## src/rtl/dacbus_pkg.sv

```systemverilog
package dacbus_pkg;

  localparam int BYTE_W      = 8;
  localparam int CMD_RST_BIT = 4;
  localparam int CMD_PD_BIT  = 3;

  typedef enum logic [1:0] {
    ST_IDLE,
    ST_RX,
    ST_ACKGAP,
    ST_ACK
  } bus_state_t;

  typedef enum logic [1:0] {
    BK_ADDR,
    BK_CMD,
    BK_DATA,
    BK_NONE
  } byte_kind_t;

  typedef struct packed {
    logic              start;
    logic              cmdLoad;
    logic              dataLoad;
    logic              commit;
    logic [BYTE_W-1:0] rxByte;
  } ctl_strobe_t;

endpackage

```

## src/rtl/dacbus_ctrl.sv

```systemverilog
module dacbus_ctrl
  import dacbus_pkg::*;
#(
  parameter int         SYNC_STAGES = 2,
  parameter logic [3:0] ADDR_PREFIX = 4'b0101
) (
  input  logic        clk,
  input  logic        rstN,
  input  logic        sclIn,
  input  logic        sdaIn,
  input  logic [2:0]  addrPins,
  output logic        sdaPullLow,
  output ctl_strobe_t strb
);

  localparam int CNT_W = $clog2(BYTE_W);

  logic [SYNC_STAGES-1:0] sclPipe;
  logic [SYNC_STAGES-1:0] sdaPipe;
  logic sclS, sdaS, sclD, sdaD;
  logic sclRise, sclFall, startCond, stopCond;

  // two or more flops per line, idle level high
  always_ff @(posedge clk or negedge rstN) begin
    if (!rstN) begin
      sclPipe <= '1;
      sdaPipe <= '1;
      sclD    <= 1'b1;
      sdaD    <= 1'b1;
    end else begin
      sclPipe <= {sclPipe[SYNC_STAGES-2:0], sclIn};
      sdaPipe <= {sdaPipe[SYNC_STAGES-2:0], sdaIn};
      sclD    <= sclS;
      sdaD    <= sdaS;
    end
  end

  assign sclS      = sclPipe[SYNC_STAGES-1];
  assign sdaS      = sdaPipe[SYNC_STAGES-1];
  assign sclRise   = sclS & ~sclD;
  assign sclFall   = ~sclS & sclD;
  assign startCond = sclS & sclD & sdaD & ~sdaS;
  assign stopCond  = sclS & sclD & ~sdaD & sdaS;

  bus_state_t        state;
  byte_kind_t        kind;
  logic [CNT_W-1:0]  bitCnt;
  logic [BYTE_W-1:0] shiftReg;
  logic [BYTE_W-1:0] rxNext;
  logic              ackGo;
  logic              transferOk;
  logic              addrHit;

  assign rxNext  = {shiftReg[BYTE_W-2:0], sdaS};
  assign addrHit = (rxNext[BYTE_W-1:1] == {ADDR_PREFIX, addrPins}) && !rxNext[0];

  always_ff @(posedge clk or negedge rstN) begin
    if (!rstN) begin
      state      <= ST_IDLE;
      kind       <= BK_ADDR;
      bitCnt     <= '0;
      shiftReg   <= '0;
      ackGo      <= 1'b0;
      transferOk <= 1'b0;
      sdaPullLow <= 1'b0;
      strb       <= '0;
    end else begin
      strb <= '0;
      if (startCond) begin
        state      <= ST_RX;
        kind       <= BK_ADDR;
        bitCnt     <= '0;
        ackGo      <= 1'b0;
        transferOk <= 1'b0;
        sdaPullLow <= 1'b0;
        strb.start <= 1'b1;
      end else if (stopCond) begin
        state       <= ST_IDLE;
        bitCnt      <= '0;
        sdaPullLow  <= 1'b0;
        strb.commit <= transferOk;
        transferOk  <= 1'b0;
      end else begin
        case (state)
          ST_RX: begin
            if (sclRise) begin
              shiftReg <= rxNext;
              if (bitCnt == CNT_W'(BYTE_W-1)) begin
                bitCnt      <= '0;
                state       <= ST_ACKGAP;
                strb.rxByte <= rxNext;
                case (kind)
                  BK_ADDR: begin
                    ackGo      <= addrHit;
                    transferOk <= addrHit;
                    kind       <= BK_CMD;
                  end
                  BK_CMD: begin
                    ackGo        <= 1'b1;
                    strb.cmdLoad <= 1'b1;
                    kind         <= BK_DATA;
                  end
                  BK_DATA: begin
                    ackGo         <= 1'b1;
                    strb.dataLoad <= 1'b1;
                    kind          <= BK_CMD;
                  end
                  default: ackGo <= 1'b0;
                endcase
              end else begin
                bitCnt <= bitCnt + 1'b1;
              end
            end
          end
          ST_ACKGAP: begin
            if (sclFall) begin
              if (ackGo) begin
                sdaPullLow <= 1'b1;
                state      <= ST_ACK;
              end else begin
                state <= ST_IDLE;
              end
            end
          end
          ST_ACK: begin
            if (sclFall) begin
              sdaPullLow <= 1'b0;
              state      <= ST_RX;
            end
          end
          default: ;
        endcase
      end
    end
  end

endmodule

```

## src/rtl/dacbus_dp.sv

```systemverilog
module dacbus_dp
  import dacbus_pkg::*;
#(
  parameter int CHANNELS = 8,
  parameter int DATA_W   = 8
) (
  input  logic                       clk,
  input  logic                       rstN,
  input  ctl_strobe_t                strb,
  output logic [CHANNELS*DATA_W-1:0] dacOut,
  output logic                       powerDown
);

  localparam int SEL_W = (CHANNELS > 1) ? $clog2(CHANNELS) : 1;

  logic             pendPd;
  logic             pendRst;
  logic             cmdSeen;
  logic [SEL_W-1:0] pendSel;
  logic             clearAll;

  assign clearAll = strb.commit && cmdSeen && pendRst;

  // pending command state, last command byte wins
  always_ff @(posedge clk or negedge rstN) begin
    if (!rstN) begin
      pendPd    <= 1'b0;
      pendRst   <= 1'b0;
      cmdSeen   <= 1'b0;
      pendSel   <= '0;
      powerDown <= 1'b0;
    end else if (strb.start) begin
      cmdSeen <= 1'b0;
      pendRst <= 1'b0;
    end else if (strb.cmdLoad) begin
      pendPd  <= strb.rxByte[CMD_PD_BIT];
      pendRst <= strb.rxByte[CMD_RST_BIT];
      pendSel <= strb.rxByte[SEL_W-1:0];
      cmdSeen <= 1'b1;
    end else if (strb.commit) begin
      if (cmdSeen) powerDown <= pendPd;
      cmdSeen <= 1'b0;
      pendRst <= 1'b0;
    end
  end

  for (genvar c = 0; c < CHANNELS; c++) begin : g_ch
    logic [DATA_W-1:0] inLatch;
    logic [DATA_W-1:0] outLatch;

    always_ff @(posedge clk or negedge rstN) begin
      if (!rstN) begin
        inLatch  <= '0;
        outLatch <= '0;
      end else if (clearAll) begin
        inLatch  <= '0;
        outLatch <= '0;
      end else begin
        if (strb.commit) outLatch <= inLatch;
        if (strb.dataLoad && (pendSel == SEL_W'(c)))
          inLatch <= strb.rxByte[DATA_W-1:0];
      end
    end

    assign dacOut[c*DATA_W +: DATA_W] = outLatch;
  end

endmodule

```

## src/rtl/dacbus_top.sv

```systemverilog
module dacbus_top
  import dacbus_pkg::*;
#(
  parameter int         CHANNELS    = 8,
  parameter int         DATA_W      = 8,
  parameter int         SYNC_STAGES = 2,
  parameter logic [3:0] ADDR_PREFIX = 4'b0101
) (
  input  logic                       clk,
  input  logic                       rstN,
  input  logic                       sclIn,
  input  logic                       sdaIn,
  input  logic [2:0]                 addrPins,
  output logic                       sdaPullLow,
  output logic                       powerDown,
  output logic [CHANNELS*DATA_W-1:0] dacOut
);

  ctl_strobe_t strb;
  logic        commitPulse;
  logic        cmdPulse;
  logic        dataPulse;

  assign commitPulse = strb.commit;
  assign cmdPulse    = strb.cmdLoad;
  assign dataPulse   = strb.dataLoad;

  dacbus_ctrl #(
    .SYNC_STAGES(SYNC_STAGES),
    .ADDR_PREFIX(ADDR_PREFIX)
  ) u_ctrl (
    .clk       (clk),
    .rstN      (rstN),
    .sclIn     (sclIn),
    .sdaIn     (sdaIn),
    .addrPins  (addrPins),
    .sdaPullLow(sdaPullLow),
    .strb      (strb)
  );

  dacbus_dp #(
    .CHANNELS(CHANNELS),
    .DATA_W  (DATA_W)
  ) u_dp (
    .clk      (clk),
    .rstN     (rstN),
    .strb     (strb),
    .dacOut   (dacOut),
    .powerDown(powerDown)
  );

endmodule

```

## config.mk

```make
export PLATFORM = sky130hd
export DESIGN_NAME = dacbus_top
export DESIGN_NICKNAME = d
export VERILOG_FILES = /design/src/rtl/dacbus_pkg.sv /design/src/rtl/dacbus_ctrl.sv /design/src/rtl/dacbus_dp.sv /design/src/rtl/dacbus_top.sv
export SDC_FILE = /design/constraint.sdc
export NUM_CORES = 1
export LEC_CHECK = 0
export BUFFER_PORTS_ARGS = -buffer_cell sky130_fd_sc_hd__buf_2
export CORE_MARGIN = 8
export CORE_UTILIZATION = 55
export CTS_CLUSTER_DIAMETER = 150
export DETAILED_ROUTE_END_ITERATION = 10
export PLACE_DENSITY = 0.75
export SETUP_SLACK_MARGIN = 0.02
export SKIP_LAST_GASP = 1
export SYNTH_ARGS = -nofsm -noshare
export SYNTH_HDL_FRONTEND = slang
export SYNTH_SLANG_ARGS = --single-unit
```

## constraint.sdc

```tcl
create_clock -name clk -period 2 [get_ports clk]
set_input_delay 0.3 -clock clk [delete_from_list [all_inputs] [get_ports clk]]
set_output_delay 0.3 -clock clk [all_outputs]
set_load 0.005 [all_outputs]
```

# After elaboration in Yosys (flattened, before gate mapping)
# Index checks and enable logic that the tools add are counted.
dict set report classes {
  n_addsub 1
  multipliers 0
  div 0
  order_cmp 0
  n_eq_ne 20
  n_shift 0
  n_mux 87
  bitwise_logic 15
  reduce_logical 45
}
# cell count
set op_table {}
lappend op_table {{8-bit 2-to-1 mux} 36}
lappend op_table {{2-bit 2-to-1 mux} 16}
lappend op_table {{1-bit 2-to-1 mux} 25}
lappend op_table {{2-bit nonzero test} 12}
lappend op_table {{4-bit by 1-bit inequality test with 1-bit output, second input constant} 5}
lappend op_table {{4-bit AND reduction} 5}
lappend op_table {{3-bit nonzero test} 6}
lappend op_table {{3-bit == test, second input constant} 5}
lappend op_table {{3-bit 2-to-1 mux} 5}
lappend op_table {{1-bit logical AND} 11}
lappend op_table {{11-bit 2-to-1 mux} 1}
lappend op_table {{5-bit AND reduction} 2}
lappend op_table {{1-bit inverter} 8}
lappend op_table {{1-bit bitwise AND} 7}
lappend op_table {{7-bit by 6-bit == test with 1-bit output} 1}
lappend op_table {{2-bit == test, second input constant} 3}
lappend op_table {{3-bit by 2-bit == test with 1-bit output, second input constant} 2}
lappend op_table {{2-bit case mux with 3 select lines} 1}
lappend op_table {{5-bit nonzero test} 1}
lappend op_table {{2-bit by 1-bit == test with 1-bit output, second input constant} 2}
lappend op_table {{1-bit case mux with 2 select lines} 2}
lappend op_table {{2-bit case mux with 2 select lines} 1}
lappend op_table {{2-bit AND reduction} 2}
lappend op_table {{4-bit nonzero test} 1}
lappend op_table {{other kinds (7)} 8}
dict set report word_totals {
  reg_bits 170
  latchBits 0
  ramBits 0
  romBits 0
  inputBits 7
  output_inout_bits 66
  word_cells 205
  mem_count 0
}

# Depth between registers and ports, before layout
dict set report logic_depth {
  depth_word 8
  mapped_depth 6
  depth_no_buf 6
}

# Hierarchy
# A second synthesis with hierarchy kept.
dict set report unflattened {
  hier_cells 618
  hier_area_um2 6984.2
}
# mod instances cells_each area_per_inst_um2 seq_area_each_um2
set by_module_without_submodules {}
lappend by_module_without_submodules {dacbus_dp 1 505 5532.8 3378.2}
lappend by_module_without_submodules {dacbus_ctrl 1 113 1451.4 883.3}

# Worst setup path before layout
# No wires, ideal clock.
dict set report synth_path {
  path_type {reg-to-reg}
  from {register u_ctrl.bitCnt[0]}
  to {register u_ctrl.state[1]}
  setup_time_ns 0.120
  t_arrival_ns 1.517
  required_ns 1.880
  setup_slack_ns 0.363
  path_stages_with_launch 7
  path_buffers 0
  period_less_slack_ns 1.637
  cell_sequence {dfrtp_1 > ha_1 > ha_1 > and3b_1 > a211oi_2 > o21ai_0 > and3b_1}
}
dict set report synth_via {
  elab_chain_len 3
}
# element line
set synth_rtl {}
lappend synth_rtl {{from (decl)} dacbus_ctrl.sv:47} ;# logic [CNT_W-1:0] bitCnt;
lappend synth_rtl {{from (signal assigned)} dacbus_ctrl.sv:111} ;# bitCnt <= bitCnt + 1'b1;
lappend synth_rtl {{3-bit == test} dacbus_ctrl.sv:88} ;# if (bitCnt == CNT_W'(BYTE_W-1)) begin
lappend synth_rtl {{4-bit by 1-bit inequality test with 1-bit output (no line)} n/a}
lappend synth_rtl {{5-bit AND reduction (no line)} n/a}
lappend synth_rtl {{to (signal assigned)} dacbus_ctrl.sv:78} ;# state <= ST_IDLE;
lappend synth_rtl {{to (signal assigned)} dacbus_ctrl.sv:90} ;# state <= ST_ACKGAP;
lappend synth_rtl {{to (signal assigned)} dacbus_ctrl.sv:119} ;# state <= ST_ACK;
lappend synth_rtl {{to (decl)} dacbus_ctrl.sv:45} ;# bus_state_t state;
# No other way between the ends.
# A chain may end at the register's enable or synchronous reset.

# Worst setup path in the final report
dict set report layout_path {
  from {register u_ctrl.state[0]}
  to {register u_ctrl.state[1]}
}
dict set report layout_via {
  elab_chain_len 4
}
# element line
set layout_rtl {}
lappend layout_rtl {{from (signal assigned)} dacbus_ctrl.sv:59} ;# state <= ST_IDLE;
lappend layout_rtl {{from (signal assigned)} dacbus_ctrl.sv:70} ;# state <= ST_RX;
lappend layout_rtl {{from (signal assigned)} dacbus_ctrl.sv:78}
lappend layout_rtl {{2-bit == test or 2-bit by 1-bit == test with 1-bit output (tied branches)} dacbus_ctrl.sv:84} ;# case (state)
lappend layout_rtl {{2-bit case mux with 3 select lines} dacbus_ctrl.sv:84}
lappend layout_rtl {{2-bit 2-to-1 mux} dacbus_ctrl.sv:77} ;# end else if (stopCond) begin
lappend layout_rtl {{2-bit 2-to-1 mux} dacbus_ctrl.sv:69} ;# if (startCond) begin
# Several ways; a longest one is shown, not always the timed one.

==> results.md <==
* Status: finished clean
* Fin nets at about 740
* Crit path DAT at 2.15 ns
* Post-synth EDFFs at 0
* Core Area at 12600 um2
* Slowest cell delay on critical path at 0.41 ns
* Worst Path Buf+Inv at 1
* Post-synthesis sequential area ratio at 60.5%
* Die Height at 129 um
* Headroom to the max-slew limit at a little under two thirds
* Wire length on met3 at 1.06 mm
* Cts bufs inserted at 17
* Slew Viols, Final at 0
* RSZ-0062 raised after global routing: false
* Hold_buf cts at 3
* LEAKAGE at 4.05 nW
* Slowest-stage cell, CP: dfrtp_1
* Post-route ant nets at 0
* # setup viols final at 0
* First-pass GRT wire length at 25.4 mm
* CTS tree: built
* Share of layout cells above drive strength 1 at 19.3%
* PnR worst setup slack at 0.173 ns
* Post-Route WL at 15.5 mm
* Post-DP HPWL at 10.5 mm
* Hold EP: u_ctrl.sdaPipe[1]
* Top Family by Delay on Critical Path: simple AND/OR/NAND/NOR gates
* FMAX at 547 MHz
* Pre-CTS setup slack at 0.226 ns
* Via count at 4950
* Root Driver: clkbuf_16
* Global route overflow at 0
* DR vias/cell at 5.46
* Final hold vios at 0
* Die footprint at 16700 um2
* Syn avg cell area at 10.7 um2
* Max-Cap Viols at 0
* Max clock buf depth at 2
* Yosys top cell area share at approximately 58%
* FP Rows at 41
* Synth Flop Type: dfrtp_1
* Largest net degree at the start of global routing at 97
* Kind of critical path: reg2reg
* Critical path cell sequence: inv_1 -> ha_1 -> nor3_1 -> a211oi_2 -> a2111o_1 -> and3b_1
* Crit path max fanout at 7
* Vias in the first global route at 5129
* Reg clk slew, reported paths at 0.06 ns
* Setup Fix Bufs, Post-CTS at 0
* DRT Pass-1 Iters at 7
* Startpoint Class: register
* RR Startpoint: u_ctrl.state[0]
* Met2 WL at 7.80 mm
* Setup Skew at 0.00713 ns
* TNS Setup at 0 ns
* Critical path data required time at about 2.3 ns
* Initial antenna violation count at 0
* Reg2reg setup slack at approximately 0.17 ns
* Power, Total at 7.63 mW
* Hold path cells at 0
* Mapped Area at 7040 um2
* Area delta synth->final at 16.9%
* Io pins at 73
* Clk_lat worst skew at 0.43 ns
* Die W at 129 um
* Clock H-tree levels at 4
* Hold Crit Class: reg2reg
* Worst R2R End: u_ctrl.state[1]
* Final Critical Period at 1.83 ns
* Peak supply drop at 0.653 mV
* Cell taking the most area after synthesis: dfrtp_1
* Synth warn at 0
* Fin util at between 60% and 70%
* Top area cells in the synthesized netlist: dfrtp_1, mux2i_1, nand2_1, nor2_1, a21oi_1
* Hold Startpoint: u_ctrl.sdaPipe[0]
* Post-Syn Nets at 673
* Routability cong. at approximately 0.76
* Sink Count at 170
* Met1 WL at 6.43 mm
* DR WL/cell at 17.1 um
* GRT Overall Usage at around 20%
* Least-Margin Pin Slew at 0.541 ns
* Netlist cell types at 46
* Commonest cells in the netlist: dfrtp_1, nand2_1, nor2_1, mux2i_1, a21oi_1
* Initial core utilization at 56.0%
* Uppermost layer routed: met4
* R2R cell count at 6
* Number of gates resized after CTS at 0
* Fraction of registers with async set/reset at 100%
* Yosys reg bits at 170
* Input/output buffers at just over 70
* Pwr Density at 927 nW/um2
* Tcrit/Tclk final at about 91%
* # DRC at 0
* Cells after synthesis at 656
* Most common cell in the netlist: dfrtp_1
* WHS at about 0.36 ns
* Worst Setup End Kind: register
* Diodes inserted at 0
* Drt first-iter violations at 375
## worst reg2reg max path, cell delays in order, from the launching register on
cell and delay, ns:
dfrtp_1 0.41, inv_1 0.07, ha_1 0.27, nor3_1 0.31, a211oi_2 0.10, a2111o_1 0.37
and3b_1 0.18
## cell usage in the layout (no fill, tap or decap), types with 3 or more instances in the layout
cell | Yosys | routed
a21oi_1 | 51 | 51
and3_1 | 11 | 10
buf_12 | 0 | 3
buf_2 | 13 | 71
buf_4 | 0 | 10
bufinv_16 | 0 | 3
clkbuf_16 | 0 | 17
clkinv_2 | 0 | 3
clkinvlp_4 | 0 | 4
dfrtp_1 | 164 | 163
dfstp_2 | 6 | 6
dlygate4sd3_1 | 0 | 3
ha_1 | 10 | 10
inv_1 | 8 | 8
mux2_2 | 5 | 5
mux2i_1 | 76 | 76
nand2_1 | 131 | 131
nand2b_1 | 3 | 3
nor2_1 | 87 | 87
nor3_1 | 5 | 5
o21ai_0 | 7 | 7
o2bb2ai_1 | 5 | 5
or2_2 | 5 | 5
or3_1 | 3 | 3
xor2_1 | 3 | 3
## metrics by stage
stage | area, um2 | std cells
after CTS | 8230 | 907
after floorplan | 7040 | 656
final | 8230 | 907
after global placement | 7600 | 872
after global routing | 8230 | 907
after detailed placement | 7600 | 872
## registers in the layout, indices dropped and copies added (netlist names)
name                count
u_dp.g_ch.inLatch      64
u_ctrl.sdaPipe          2
u_dp.pendSel            3
u_dp.g_ch.outLatch     64
u_dp.pendRst            1
u_ctrl.sclPipe          2
u_ctrl.state            2
u_ctrl.ackGo            1
u_dp.cmdSeen            1
u_dp.powerDown          1
u_ctrl.sclD             1
u_ctrl.kind             2
u_ctrl.sdaD             1
u_ctrl.strb            12
u_ctrl.shiftReg         7
u_dp.pendPd             1
u_ctrl.transferOk       1
u_ctrl.bitCnt           3
u_ctrl.sdaPullLow       1
## metal layers
metal | up-vias | GRT usage, %
met5 | - | 0
met4 | 0 | 6.63
met1 | 2457 | 23.5
met2 | 158 | 33.1
met3 | 28 | 5.46
li1 | 2307 | -
## kinds of logic after synthesis
family                     share of synthesized area [%]
AOI/OAI and AO/OA                                   6.32
DFF                                                 60.5
muxes                                               11.6
adders and majority gates                           1.78
buffers and inverters                               2.84
and+or+nand+nor                                     16.5
xor gates and xnor gates                           0.498
## where the power goes
| part | internal, mW | switching [mW] |
|---|---|---|
| combinational | 0.263 | 0.382 |
| sequential | 3.55 | 0.108 |
| clock | 2.03 | 1.31 |
| total | 5.84 | 1.80 |
## cell type report
type / instances / area [um2]
Clock buffer: 21 / 460
Inverter: 8 / 30.0
Fill cell: 949 / 4340
Clock inverter: 11 / 144
Timing Repair Buffer: 88 / 532
Sequential cell: 170 / 4270
Multi-Input combinational cell: 437 / 2590
Tap cell: 172 / 215
## worst max path at each step
stage                                start  cells past startpoint         endpoint
after global routing       u_ctrl.state[0]                      6  u_ctrl.state[0]
after CTS                  u_ctrl.state[0]                      6  u_ctrl.state[1]
after floorplan           u_ctrl.bitCnt[0]                      6  u_ctrl.state[1]
after global placement    u_ctrl.bitCnt[0]                      6  u_ctrl.state[1]
after detailed placement   u_ctrl.state[0]                      6  u_ctrl.state[1]
final                      u_ctrl.state[0]                      6  u_ctrl.state[1]
No activity file was read; power rests on OpenSTA's default activity.
